$ cat src/rtl/gpio_od_pkg.sv
package gpio_od_pkg;

  typedef enum logic [1:0] {
    SEL_NONE = 2'd0,
    SEL_DIR  = 2'd1,
    SEL_OD   = 2'd2,
    SEL_DAT  = 2'd3
  } reg_sel_e;

  // Pad enable for one pin: an open-drain pin releases the pad for a high.
  function automatic logic pad_enable(input logic dir_b, input logic od_b, input logic dat_b);
    return dir_b & ~(od_b & dat_b);
  endfunction

  // Value offered to the pad: an open-drain pin can only pull low.
  function automatic logic pad_value(input logic od_b, input logic dat_b);
    return od_b ? 1'b0 : dat_b;
  endfunction

  // Register write merge: only implemented bits take the new value.
  function automatic logic [15:0] merge_bits(input logic [15:0] old_v, input logic [15:0] new_v,
                                             input logic [15:0] impl);
    return (old_v & ~impl) | (new_v & impl);
  endfunction

endpackage

$ cat src/rtl/gpio_od_sync.sv
module gpio_od_sync #(
  parameter int WIDTH  = 16,
  parameter int STAGES = 2
) (
  input  logic             clk,
  input  logic             rst_n,
  input  logic [WIDTH-1:0] d_in,
  output logic [WIDTH-1:0] q_out
);
  logic [WIDTH-1:0] stage_q [STAGES];

  genvar s;
  generate
    for (s = 0; s < STAGES; s++) begin : g_stage
      if (s == 0) begin : g_first
        always_ff @(posedge clk or negedge rst_n) begin
          if (!rst_n) stage_q[0] <= '0;
          else        stage_q[0] <= d_in;
        end
      end else begin : g_next
        always_ff @(posedge clk or negedge rst_n) begin
          if (!rst_n) stage_q[s] <= '0;
          else        stage_q[s] <= stage_q[s-1];
        end
      end
    end
  endgenerate

  assign q_out = stage_q[STAGES-1];
endmodule

$ cat src/rtl/gpio_od_drive.sv
module gpio_od_drive
  import gpio_od_pkg::*;
#(
  parameter int          WIDTH    = 16,
  parameter logic [15:0] PIN_MASK = 16'h0FFF
) (
  input  logic [WIDTH-1:0] dir_q,
  input  logic [WIDTH-1:0] od_q,
  input  logic [WIDTH-1:0] dat_q,
  output logic [WIDTH-1:0] pin_out,
  output logic [WIDTH-1:0] pin_oe
);
  genvar i;
  generate
    for (i = 0; i < WIDTH; i++) begin : g_pin
      if (PIN_MASK[i]) begin : g_wired
        assign pin_oe[i]  = pad_enable(dir_q[i], od_q[i], dat_q[i]);
        assign pin_out[i] = pad_value(od_q[i], dat_q[i]);
      end else begin : g_unwired
        assign pin_oe[i]  = 1'b0;
        assign pin_out[i] = 1'b0;
      end
    end
  endgenerate
endmodule

$ cat src/rtl/gpio_od_regs.sv
module gpio_od_regs
  import gpio_od_pkg::*;
#(
  parameter int          ADDR_W   = 16,
  parameter int          WIDTH    = 16,
  parameter logic [15:0] DIR_OFFS = 16'h0950,
  parameter logic [15:0] OD_OFFS  = 16'h0954,
  parameter logic [15:0] DAT_OFFS = 16'h0956,
  parameter logic [15:0] OD_MASK  = 16'h004A,
  parameter logic [15:0] PIN_MASK = 16'h0FFF
) (
  input  logic              clk,
  input  logic              rst_n,
  input  logic              bus_sel,
  input  logic              bus_wr,
  input  logic [ADDR_W-1:0] bus_addr,
  input  logic [WIDTH-1:0]  bus_wdata,
  input  logic [WIDTH-1:0]  pin_sync,
  output logic [WIDTH-1:0]  bus_rdata,
  output logic [WIDTH-1:0]  dir_q,
  output logic [WIDTH-1:0]  od_q,
  output logic [WIDTH-1:0]  dat_q,
  output logic              wr_dir,
  output logic              wr_od,
  output logic              wr_dat,
  output logic              rd_hit
);
  localparam logic [WIDTH-1:0] OD_IMPL  = OD_MASK[WIDTH-1:0] & PIN_MASK[WIDTH-1:0];
  localparam logic [WIDTH-1:0] PIN_IMPL = PIN_MASK[WIDTH-1:0];

  reg_sel_e sel;

  always_comb begin
    if (bus_addr == DIR_OFFS[ADDR_W-1:0])      sel = SEL_DIR;
    else if (bus_addr == OD_OFFS[ADDR_W-1:0])  sel = SEL_OD;
    else if (bus_addr == DAT_OFFS[ADDR_W-1:0]) sel = SEL_DAT;
    else                                       sel = SEL_NONE;
  end

  assign wr_dir = bus_sel & bus_wr & (sel == SEL_DIR);
  assign wr_od  = bus_sel & bus_wr & (sel == SEL_OD);
  assign wr_dat = bus_sel & bus_wr & (sel == SEL_DAT);
  assign rd_hit = bus_sel & ~bus_wr & (sel != SEL_NONE);

  always_ff @(posedge clk or negedge rst_n) begin
    if (!rst_n)      dir_q <= '0;
    else if (wr_dir) dir_q <= merge_bits(dir_q, bus_wdata, PIN_IMPL);
  end

  always_ff @(posedge clk or negedge rst_n) begin
    if (!rst_n)     od_q <= '0;
    else if (wr_od) od_q <= merge_bits(od_q, bus_wdata, OD_IMPL);
  end

  // Data latch deliberately has no reset.
  always_ff @(posedge clk) begin
    if (wr_dat) dat_q <= bus_wdata & PIN_IMPL;
  end

  always_comb begin
    bus_rdata = '0;
    if (bus_sel && !bus_wr) begin
      unique case (sel)
        SEL_DIR:  bus_rdata = dir_q & PIN_IMPL;
        SEL_OD:   bus_rdata = od_q & OD_IMPL;
        SEL_DAT:  bus_rdata = pin_sync & PIN_IMPL;
        default:  bus_rdata = '0;
      endcase
    end
  end
endmodule

$ cat src/rtl/gpio_od_port.sv
module gpio_od_port #(
  parameter int          ADDR_W      = 16,
  parameter int          WIDTH       = 16,
  parameter int          SYNC_STAGES = 2,
  parameter logic [15:0] DIR_OFFS    = 16'h0950,
  parameter logic [15:0] OD_OFFS     = 16'h0954,
  parameter logic [15:0] DAT_OFFS    = 16'h0956,
  parameter logic [15:0] OD_MASK     = 16'h004A,
  parameter logic [15:0] PIN_MASK    = 16'h0FFF
) (
  input  logic              clk,
  input  logic              rst_n,
  input  logic              bus_sel,
  input  logic              bus_wr,
  input  logic [ADDR_W-1:0] bus_addr,
  input  logic [WIDTH-1:0]  bus_wdata,
  output logic [WIDTH-1:0]  bus_rdata,
  input  logic [WIDTH-1:0]  pin_in,
  output logic [WIDTH-1:0]  pin_out,
  output logic [WIDTH-1:0]  pin_oe
);
  logic [WIDTH-1:0] pin_sync;
  logic [WIDTH-1:0] dir_q, od_q, dat_q;
  logic             wr_dir, wr_od, wr_dat, rd_hit;

  gpio_od_sync #(.WIDTH(WIDTH), .STAGES(SYNC_STAGES)) u_sync (
    .clk   (clk),
    .rst_n (rst_n),
    .d_in  (pin_in),
    .q_out (pin_sync)
  );

  gpio_od_regs #(
    .ADDR_W(ADDR_W), .WIDTH(WIDTH), .DIR_OFFS(DIR_OFFS), .OD_OFFS(OD_OFFS),
    .DAT_OFFS(DAT_OFFS), .OD_MASK(OD_MASK), .PIN_MASK(PIN_MASK)
  ) u_regs (
    .clk       (clk),
    .rst_n     (rst_n),
    .bus_sel   (bus_sel),
    .bus_wr    (bus_wr),
    .bus_addr  (bus_addr),
    .bus_wdata (bus_wdata),
    .pin_sync  (pin_sync),
    .bus_rdata (bus_rdata),
    .dir_q     (dir_q),
    .od_q      (od_q),
    .dat_q     (dat_q),
    .wr_dir    (wr_dir),
    .wr_od     (wr_od),
    .wr_dat    (wr_dat),
    .rd_hit    (rd_hit)
  );

  gpio_od_drive #(.WIDTH(WIDTH), .PIN_MASK(PIN_MASK)) u_drive (
    .dir_q   (dir_q),
    .od_q    (od_q),
    .dat_q   (dat_q),
    .pin_out (pin_out),
    .pin_oe  (pin_oe)
  );
endmodule

$ cat config.mk
export PLATFORM = sky130hd
export DESIGN_NAME = gpio_od_port
export DESIGN_NICKNAME = d
export VERILOG_FILES = /design/src/rtl/gpio_od_pkg.sv /design/src/rtl/gpio_od_sync.sv /design/src/rtl/gpio_od_drive.sv /design/src/rtl/gpio_od_regs.sv /design/src/rtl/gpio_od_port.sv
export SDC_FILE = /design/constraint.sdc
export NUM_CORES = 1
export LEC_CHECK = 0
export ABC_AREA = 1
export ABC_CLOCK_PERIOD_IN_PS = 1250
export BUFFER_PORTS_ARGS = -buffer_cell sky130_fd_sc_hd__buf_2
export CORE_MARGIN = 1
export CORE_UTILIZATION = 46
export CTS_CLUSTER_SIZE = 24
export DETAILED_ROUTE_END_ITERATION = 10
export GPL_TIMING_DRIVEN = 0
export PLACE_DENSITY = 0.78
export SLEW_MARGIN = 25
export SYNTH_ARGS = -nofsm -noshare
export SYNTH_HDL_FRONTEND = slang
export SYNTH_SLANG_ARGS = --single-unit
export TNS_END_PERCENT = 5
$ cat constraint.sdc
create_clock -name clk -period 1.25 [get_ports clk]
set_input_delay 0.0625 -clock clk [delete_from_list [all_inputs] [get_ports clk]]
set_output_delay 0.0625 -clock clk [all_outputs]
set_load 0.02 [all_outputs]
Yosys cells after proc, flatten, opt, wreduce, memory -nomap -nowiden
Cells that the tools add are included.
{"block": "totals", "ff_bits": 68, "input_bits": 52, "output_inout_bits": 48, "word_cells": 72}
{"block": "classes", "n_eq_ne": 6, "mux": 17, "bitwise_logic": 42, "reduce_logical": 2}
{"cell": "16-bit by 12-bit == test with 1-bit output, second input constant", "n": 3}
{"cell": "12-bit case mux with 3 select lines", "n": 1}
{"cell": "1-bit AND", "n": 28}
{"cell": "16-bit by 12-bit OR with 16-bit output", "n": 1}
{"cell": "16-bit by 7-bit OR with 16-bit output", "n": 1}
{"cell": "1-bit 2-to-1 mux", "n": 12}
{"cell": "12-bit 2-to-1 mux", "n": 1}
{"cell": "1-bit inverter", "n": 12}
{"cell": "2-bit 2-to-1 mux", "n": 3}
{"cell": "2-bit == test, second input constant", "n": 2}
{"cell": "2-bit by 1-bit == test with 1-bit output, second input constant", "n": 1}
{"cell": "1-bit logical AND", "n": 1}
{"cell": "1-bit logical NOT", "n": 1}

Logic depth before layout (Yosys ltp)
Gate-level depths: netlist of the first run.
{"block": "logic_depth", "ltp_word": 7, "mapped_depth": 11, "depth_no_buf": 9}

By module
Synthesis of the first run repeated with hierarchy kept, for this count alone.
{"block": "hier_totals", "cells_unflattened": 315, "hier_area_um2": 2826.5}
{"module": "gpio_od_regs", "instances": 1, "cells_per_inst": 210, "area_per_inst_um2": 1646.6, "seq_area_each_um2": 735.7}
{"module": "gpio_od_sync", "instances": 1, "cells_per_inst": 48, "area_per_inst_um2": 920.9, "seq_area_each_um2": 800.8}
{"module": "gpio_od_drive", "instances": 1, "cells_per_inst": 57, "area_per_inst_um2": 259.0, "seq_area_each_um2": 0.0}

Least setup slack after synthesis of the first run
Ideal clock, no wire load.
{"block": "synth_path", "path_kind": "in2reg", "start": "input port bus_addr[13]", "end": "register u_regs.dat_q[0], enable pin", "setup_ns": 0.380, "arrival_time_ns": 1.175, "required_time_ns": 0.870, "path_slack_ns": -0.305, "cell_stages": 5, "path_buffers": 0, "path_cell_list": "nor2_1 -> nand2_1 -> nor2_4 -> nand3_1 -> nor2_1"}
{"block": "synth_between", "elab_chain_cells": 6, "word_cells_on_any_way": 8, "cone_classes": "4 x eq/ne; 3 x mux; 1 x bitwise"}
{"item": "start, declared", "line_no": "gpio_od_port.sv:15", "source": "input logic [ADDR_W-1:0] bus_addr,"}
{"item": "16-bit by 12-bit == test with 1-bit output", "line_no": "gpio_od_regs.sv:36", "source": "else if (bus_addr == DAT_OFFS[ADDR_W-1:0]) sel = SEL_DAT;"}
{"item": "2-bit 2-to-1 mux", "line_no": "gpio_od_regs.sv:36"}
{"item": "2-bit 2-to-1 mux", "line_no": "gpio_od_regs.sv:35", "source": "else if (bus_addr == OD_OFFS[ADDR_W-1:0]) sel = SEL_OD;"}
{"item": "2-bit 2-to-1 mux (*)", "line_no": "gpio_od_regs.sv:34", "source": "if (bus_addr == DIR_OFFS[ADDR_W-1:0]) sel = SEL_DIR;"}
{"item": "2-bit == test (*)", "line_no": "gpio_od_regs.sv:42", "source": "assign wr_dat = bus_sel & bus_wr & (sel == SEL_DAT);"}
{"item": "1-bit AND (*)", "line_no": "gpio_od_regs.sv:42"}
{"item": "via u_regs.wr_dat", "line_no": "gpio_od_regs.sv:25", "source": "output logic wr_dat,"}
{"item": "end signal, assigned", "line_no": "gpio_od_regs.sv:57", "source": "if (wr_dat) dat_q <= bus_wdata & PIN_IMPL;"}
{"item": "end, declared", "line_no": "gpio_od_regs.sv:22", "source": "output logic [WIDTH-1:0] dat_q,"}
Mark *: on every way through the listed nets, which the timed path passes. The rest lies on a longest branch.
A chain may end at the register's enable or synchronous reset.

Final worst setup path of the first run
{"block": "layout_path", "start": "input port bus_addr[9]", "end": "output port bus_rdata[3]"}
{"block": "layout_between", "elab_chain_cells": 7, "word_cells_on_any_way": 11, "cone_classes": "6 x eq/ne; 5 x mux"}
{"item": "16-bit by 12-bit == test with 1-bit output", "line_no": "gpio_od_regs.sv:36"}
{"item": "2-bit 2-to-1 mux", "line_no": "gpio_od_regs.sv:36"}
{"item": "2-bit 2-to-1 mux", "line_no": "gpio_od_regs.sv:35"}
{"item": "2-bit 2-to-1 mux (*)", "line_no": "gpio_od_regs.sv:34"}
{"item": "2-bit == test / 2-bit by 1-bit == test with 1-bit output (equally long branches)", "line_no": "gpio_od_regs.sv:63", "source": "unique case (sel)"}
{"item": "12-bit case mux with 3 select lines (*)", "line_no": "gpio_od_regs.sv:63"}
{"item": "12-bit 2-to-1 mux (*)", "line_no": "gpio_od_regs.sv:62", "source": "if (bus_sel && !bus_wr) begin"}
{"item": "end, declared", "line_no": "gpio_od_port.sv:17", "source": "output logic [WIDTH-1:0] bus_rdata,"}
Every way passes the cells marked *; elsewhere a longest branch is shown, timed or not.

==> results.toml, run 1 <==
[run_status]
outcome = "finished with violations"
violations = "setup timing"

[clock_network]
h-tree-depth = 2
cts_buffers = 5
cts_tree = "built"
clock_path_buffers = 2
clk_latency_ps = 310
cts_root_buffer = "clkbuf_8"
cts.clk_slew.worst_paths_ps = 100
clock-sinks = 51

[critical_path]
r2r_start = "u_regs.od_q[1]$_DFFE_PN0P_"
crit_type = "primary input to output pin"
r2r_slack_ps = 520
arrival_ps = 1320
crit_start = "bus_addr[9]"
worst-path-max-fanout = 6
required_ps = 1190
end_kind = "output pin"
cp-start-kind = "primary input"

[sta]
finalHoldViolCount = 0
worst_pin_slew_ps = 853
skew_ps = 0.425
setup_viol = 12
max_slew_margin_pct = 43.2
rsz0062_at_grt = "yes"
min_period_over_period_pct = 110
drv_slew = 0
period_needed_ps = 1380
fin_ws_ps = -128
fmax_mhz = 726

[synthesis]
yosysWarnings = 0
synth_edf_count = 12
yosysTopAreaCellShare_pct = 44.0
netlist_top_cells_count = "nand2_1, dfrtp_1, inv_1, clkbuf_1, nand3_1"
async_flop_share_pct = 76.5
synth_area_leaders = "dfrtp_1, edfxtp_1, nand2_1"
yosysMostFrequentCell = "nand2_1"
yosysSeqAreaShare_pct = 60.2
synth_top_area_cell = "dfrtp_1"
synthFlopType = "dfrtp_1"
synthesis.area_um2 = 2220
netlist_instances = 231
ys_ff_latch = 51
yosysUniqueCellTypes = 22
syn_area_per_cell_um2 = 9.60

[drt]
drc = 0
routed_wl_um = 5770
dr.first_iter.drc_count = 185
vias_per_cell = 4.95
dr.pass1.iters = 4
detail-route-antenna-nets = 0
wl_per_cell_um = 13.7
vias = 2085

[pwr]
vdd_drop_max_mv = 0.752
power_leakage_nw = 1.71
fin_total_pwr_w = 0.00317
power_density_nw_per_um2 = 906

[floorplan]
fp.coreArea_um2 = 4500
die_x_um = 71.4
rows = 24
start_util_pct = 49.3
die_y_um = 71.4
io_pins = 100
fp.dieArea_um2 = 5100

[placement]
port-buffer-count = 79
placedCellCount = 373
hpwlAfterDp_um = 3290
place.gp.congestion = 0.874

[hold_path]
worst_hold_path_type = "primary input to register"
hp-start = "bus_sel"

[grt]
antenna_found_initial = 0
grt_pass1_vias = 1915
use_met2_pct = 39.2
grt-ovfl-total = 0
busiest_layer = "met2"
grt.met1_usage_pct = 26.4
grt_max_degree = 40
grt_pass1_wl_um = 8670
use_met3_pct = 4.64
gr-usage-all-layers_pct = 22.4

[flow_run]
maxCapViolations = 0

[finish]
nets = 420
fillerInstances = 290
final_cells = 421
antennaDiodeCount = 0
area_growth_pct = 58.0
drive_gt1_share_pct = 44.4
-- sequential cells by signal, summed over array words and instances (netlist names) --
name	flops
u_sync.q_out	12
u_regs.dat_q	12
u_regs.dir_q	12
u_sync.stage_q	12
u_regs.od_q	3
-- layout by cell type (no fill, tap or decap), types with 4 or more instances in the layout --
| cell | instances |
|---|---|
| buf_2 | 57 |
| nand2_1 | 39 |
| dfrtp_1 | 39 |
| buf_4 | 33 |
| dlygate4sd3_1 | 25 |
| buf_6 | 22 |
| clkbuf_1 | 19 |
| inv_1 | 16 |
| nand4_1 | 16 |
| nand3_1 | 12 |
| conb_1 | 12 |
| edfxtp_1 | 12 |
| a21oi_2 | 11 |
| nor2_4 | 10 |
| clkbuf_8 | 6 |
| nor2_1 | 6 |
| inv_2 | 5 |
| o21ai_0 | 5 |
| nand3_2 | 4 |
-- through the flow --
| step | utilization [%] | setup slack [ps] | cell area [um^2] | hold WS, ps | setup TNS, ps |
|---|---|---|---|---|---|
| detailed placement | 60.6 | -340 | 2730 | 172 | -7710 |
| floorplan | - | -11.8 | 2270 | -233 | -106 |
| global route | 77.8 | -177 | 3500 | 290 | -1470 |
| CTS | 74.3 | -15.3 | 3350 | 263 | -67.6 |
| finish | 77.8 | -128 | 3500 | 281 | -639 |
| global placement | 60.6 | -285 | 2730 | 171 | -6420 |
-- final cells by class --
| cell class | instances | area, um^2 | share of cell area [%] |
|---|---|---|---|
| well taps | 52 | 65.1 | 1.86 |
| multi-input cells | 131 | 793 | 22.6 |
| clock buffers | 6 | 93.8 | 2.68 |
| repair buffers | 119 | 873 | 24.9 |
| inverters | 22 | 85.1 | 2.43 |
| flip-flops and latches | 51 | 1340 | 38.1 |
| plain buffers | 38 | 243 | 6.93 |
| clock inverters | 2 | 15.0 | 0.428 |
-- critical path: stages --
cell and delay [ps]:
buf_6 90, nor2_2 120, nand2_2 80, nor2_4 200, buf_6 170, nand3_1 110, nand2_1 120, inv_1 60
a21oi_2 150, buf_6 140
-- metal layers --
metal  share of wire, %  up-vias
met5                  0        -
met4                3.0        0
met3                5.4       20
met2                 53      101
met1                 39      984
li1                   -      980
-- where the power goes --
part / leakage, nW / switching (W) / internal [W]
clock: 0.0573 / 0.000566 / 0.000524
sequential: 0.597 / 0.0000110 / 0.00174
combinational: 1.06 / 0.000162 / 0.000170
total: 1.71 / 0.000739 / 0.00244
-- cells by family (layout without fill, tap and decap cells) --
group / count (synthesis) / in the layout / synth area share, %
other: 1 / 12 / 0.169
AND/OR/NAND/NOR: 97 / 97 / 20.5
flip-flops: 51 / 51 / 60.2
AO/OA/AOI/OAI: 22 / 22 / 5.64
buffers and inverters: 60 / 187 / 13.5
-- timing repair --
action,CTS,global route
setup endpoints to repair,12,25
gates cloned,2,0
hold endpoints to repair,68,0
pin swaps,15,18
hold buffers,25,0
buffers inserted,7,6
gates resized for setup,57,31
-- final timing paths --
| kind | end | cells after the start |
|---|---|---|
| max | bus_rdata[3] | 10 |
| min | u_regs.dat_q[1]$_DFFE_PP_ | 3 |
| max reg2reg | u_regs.od_q[1]$_DFFE_PN0P_ | 2 |
| min reg2reg | u_sync.q_out[1]$_DFF_PN0_ | 0 |
| max in group asynchronous | u_sync.stage_q[17]$_DFF_PN0_ | 2 |
| min in group asynchronous | u_regs.dir_q[10]$_DFFE_PN0P_ | 2 |
No activity file was read; power rests on OpenSTA's default activity.
==> run 2: changes to the inputs <==
--- a/config.mk
+++ b/config.mk
@@ -13,7 +13,8 @@
 export CTS_CLUSTER_SIZE = 24
 export DETAILED_ROUTE_END_ITERATION = 10
 export GPL_TIMING_DRIVEN = 0
-export PLACE_DENSITY = 0.78
+export PLACE_DENSITY_LB_ADDON = 0.2
+export RECOVER_POWER = 100
 export SLEW_MARGIN = 25
 export SYNTH_ARGS = -nofsm -noshare
 export SYNTH_HDL_FRONTEND = slang
==> results.toml, run 2 (synthesis gave the netlist of run 1 again) <==
[grt]
gr-usage-all-layers_pct = 21.8
grt-ovfl-total = 0
grt_pass1_wl_um = 8420
grt_pass1_vias = 1901
grt_max_degree = 40
antenna_found_initial = 0

[finish]
area_growth_pct = 54.4
fillerInstances = 309
drive_gt1_share_pct = 40.6
nets = 418
final_common_cell = "buf_2"
layout_common_cells = "buf_2, nand2_1, dfrtp_1"
antennaDiodeCount = 0

[floorplan]
fp.dieArea_um2 = 5100
fp.coreArea_um2 = 4500
io_pins = 100
rows = 24
start_util_pct = 49.3
die_x_um = 71.4
die_y_um = 71.4

[clock_network]
cts_tree = "built"
h-tree-depth = 2
cts_root_buffer = "clkbuf_8"
cts_buffers = 5
clock_path_buffers = 2
clock-sinks = 51
cts.clk_slew.worst_paths_ps = 100
clk_latency_ps = 300

[placement]
post-place-ws_ps = -339
hpwlAfterDp_um = 3260
place.gp.congestion = 0.903
port-buffer-count = 79

[pwr]
vdd_drop_max_mv = 0.719
power_leakage_nw = 1.65
power_density_nw_per_um2 = 875

[sta]
fmax_mhz = 779
setup_viol = 4
min_period_over_period_pct = 103
worst_pin_slew_ps = 853
rsz0062_at_grt = "yes"
drv_slew = 0
fin_ws_ps = -34.5
holdWs_ps = 254
finalHoldViolCount = 0
max_slew_margin_pct = 43.1
period_needed_ps = 1280
skew_ps = 7.23

[drt]
wl_per_cell_um = 12.9
drc = 0
routed_wl_um = 5410
vias = 2037
dr.first_iter.drc_count = 155
vias_per_cell = 4.86
detail-route-antenna-nets = 0
dr.pass1.iters = 4

[critical_path]
crit_type = "register to output pin"
cp-start-kind = "register"
worst-path-max-fanout = 3
end_kind = "output pin"
arrival_ps = 1220
r2r_start = "u_regs.od_q[3]$_DFFE_PN0P_"
required_ps = 1190
crit_start = "u_regs.dir_q[6]$_DFFE_PN0P_"

[hold_path]
worst_hold_path_type = "primary input to register"
hp-start = "bus_sel"

[run_status]
outcome = "finished with violations"
violations = "setup timing"

[flow_run]
maxCapViolations = 0
[run 2: metal layers]
layer	up-vias	share of wire [%]	GRT usage (%)
met5	-	0	0
li1	980	-	-
met4	0	1.2	7.56
met1	960	39	25.7
met2	88	53	38.6
met3	9	6.4	5.91
[run 2: per-stage QoR]
stage	cells	utilization (%)	TNS, ps	instance area (um^2)	total power [W]
6_report	419	76.0	-116	3420	0.00300
5_1_grt	419	76.0	-828	3420	0.00311
4_1_cts	417	74.7	-19.8	3360	0.00300
3_5_place_dp	373	60.6	-8000	2730	0.00199
3_3_place_gp	373	60.6	-6940	2730	0.00198
2_1_floorplan	242	-	-106	2270	0.00188
[run 2: final timing paths]
kind,end,slack (ps),depth (start not counted)
max,bus_rdata[6],-30,5
min,u_regs.dat_q[8]$_DFFE_PP_,250,3
max reg2reg,u_regs.od_q[3]$_DFFE_PN0P_,530,2
min reg2reg,u_sync.q_out[1]$_DFF_PN0_,350,0
max in group asynchronous,u_sync.q_out[1]$_DFF_PN0_,310,2
min in group asynchronous,u_regs.dir_q[10]$_DFFE_PN0P_,380,2
[run 2: final cells by class]
| type | count | area [um^2] | share of cell area (%) |
|---|---|---|---|
| repair buffers | 117 | 830 | 24.2 |
| flip-flops and latches | 51 | 1340 | 39.0 |
| multi-input cells | 131 | 788 | 23.0 |
| inverters | 22 | 85.1 | 2.48 |
| clock buffers | 6 | 72.6 | 2.12 |
| clock inverters | 2 | 13.8 | 0.402 |
| well taps | 52 | 65.1 | 1.90 |
| plain buffers | 38 | 234 | 6.83 |
[run 2: power breakdown]
part | internal, W | switching, W | leakage (nW)
registers | 0.00174 | 0.0000103 | 0.597
logic | 0.000157 | 0.000154 | 1.01
clock network | 0.000396 | 0.000537 | 0.0452
total | 0.00229 | 0.000701 | 1.65
[run 2: worst max-delay path, cell delays in order, from the launching register on]
cell     delay [ps]
dfrtp_1         400
nand3_1         100
nand2_1          70
inv_1            50
a21oi_2         130
buf_4           160
[run 2: timing repair]
action,4_1_cts,5_1_grt
hold endpoints to repair,68,0
setup endpoints to repair,16,13
pin swaps,26,8
cloned,2,0
resized for setup,65,16
hold buffers,25,0
buffers inserted,9,2
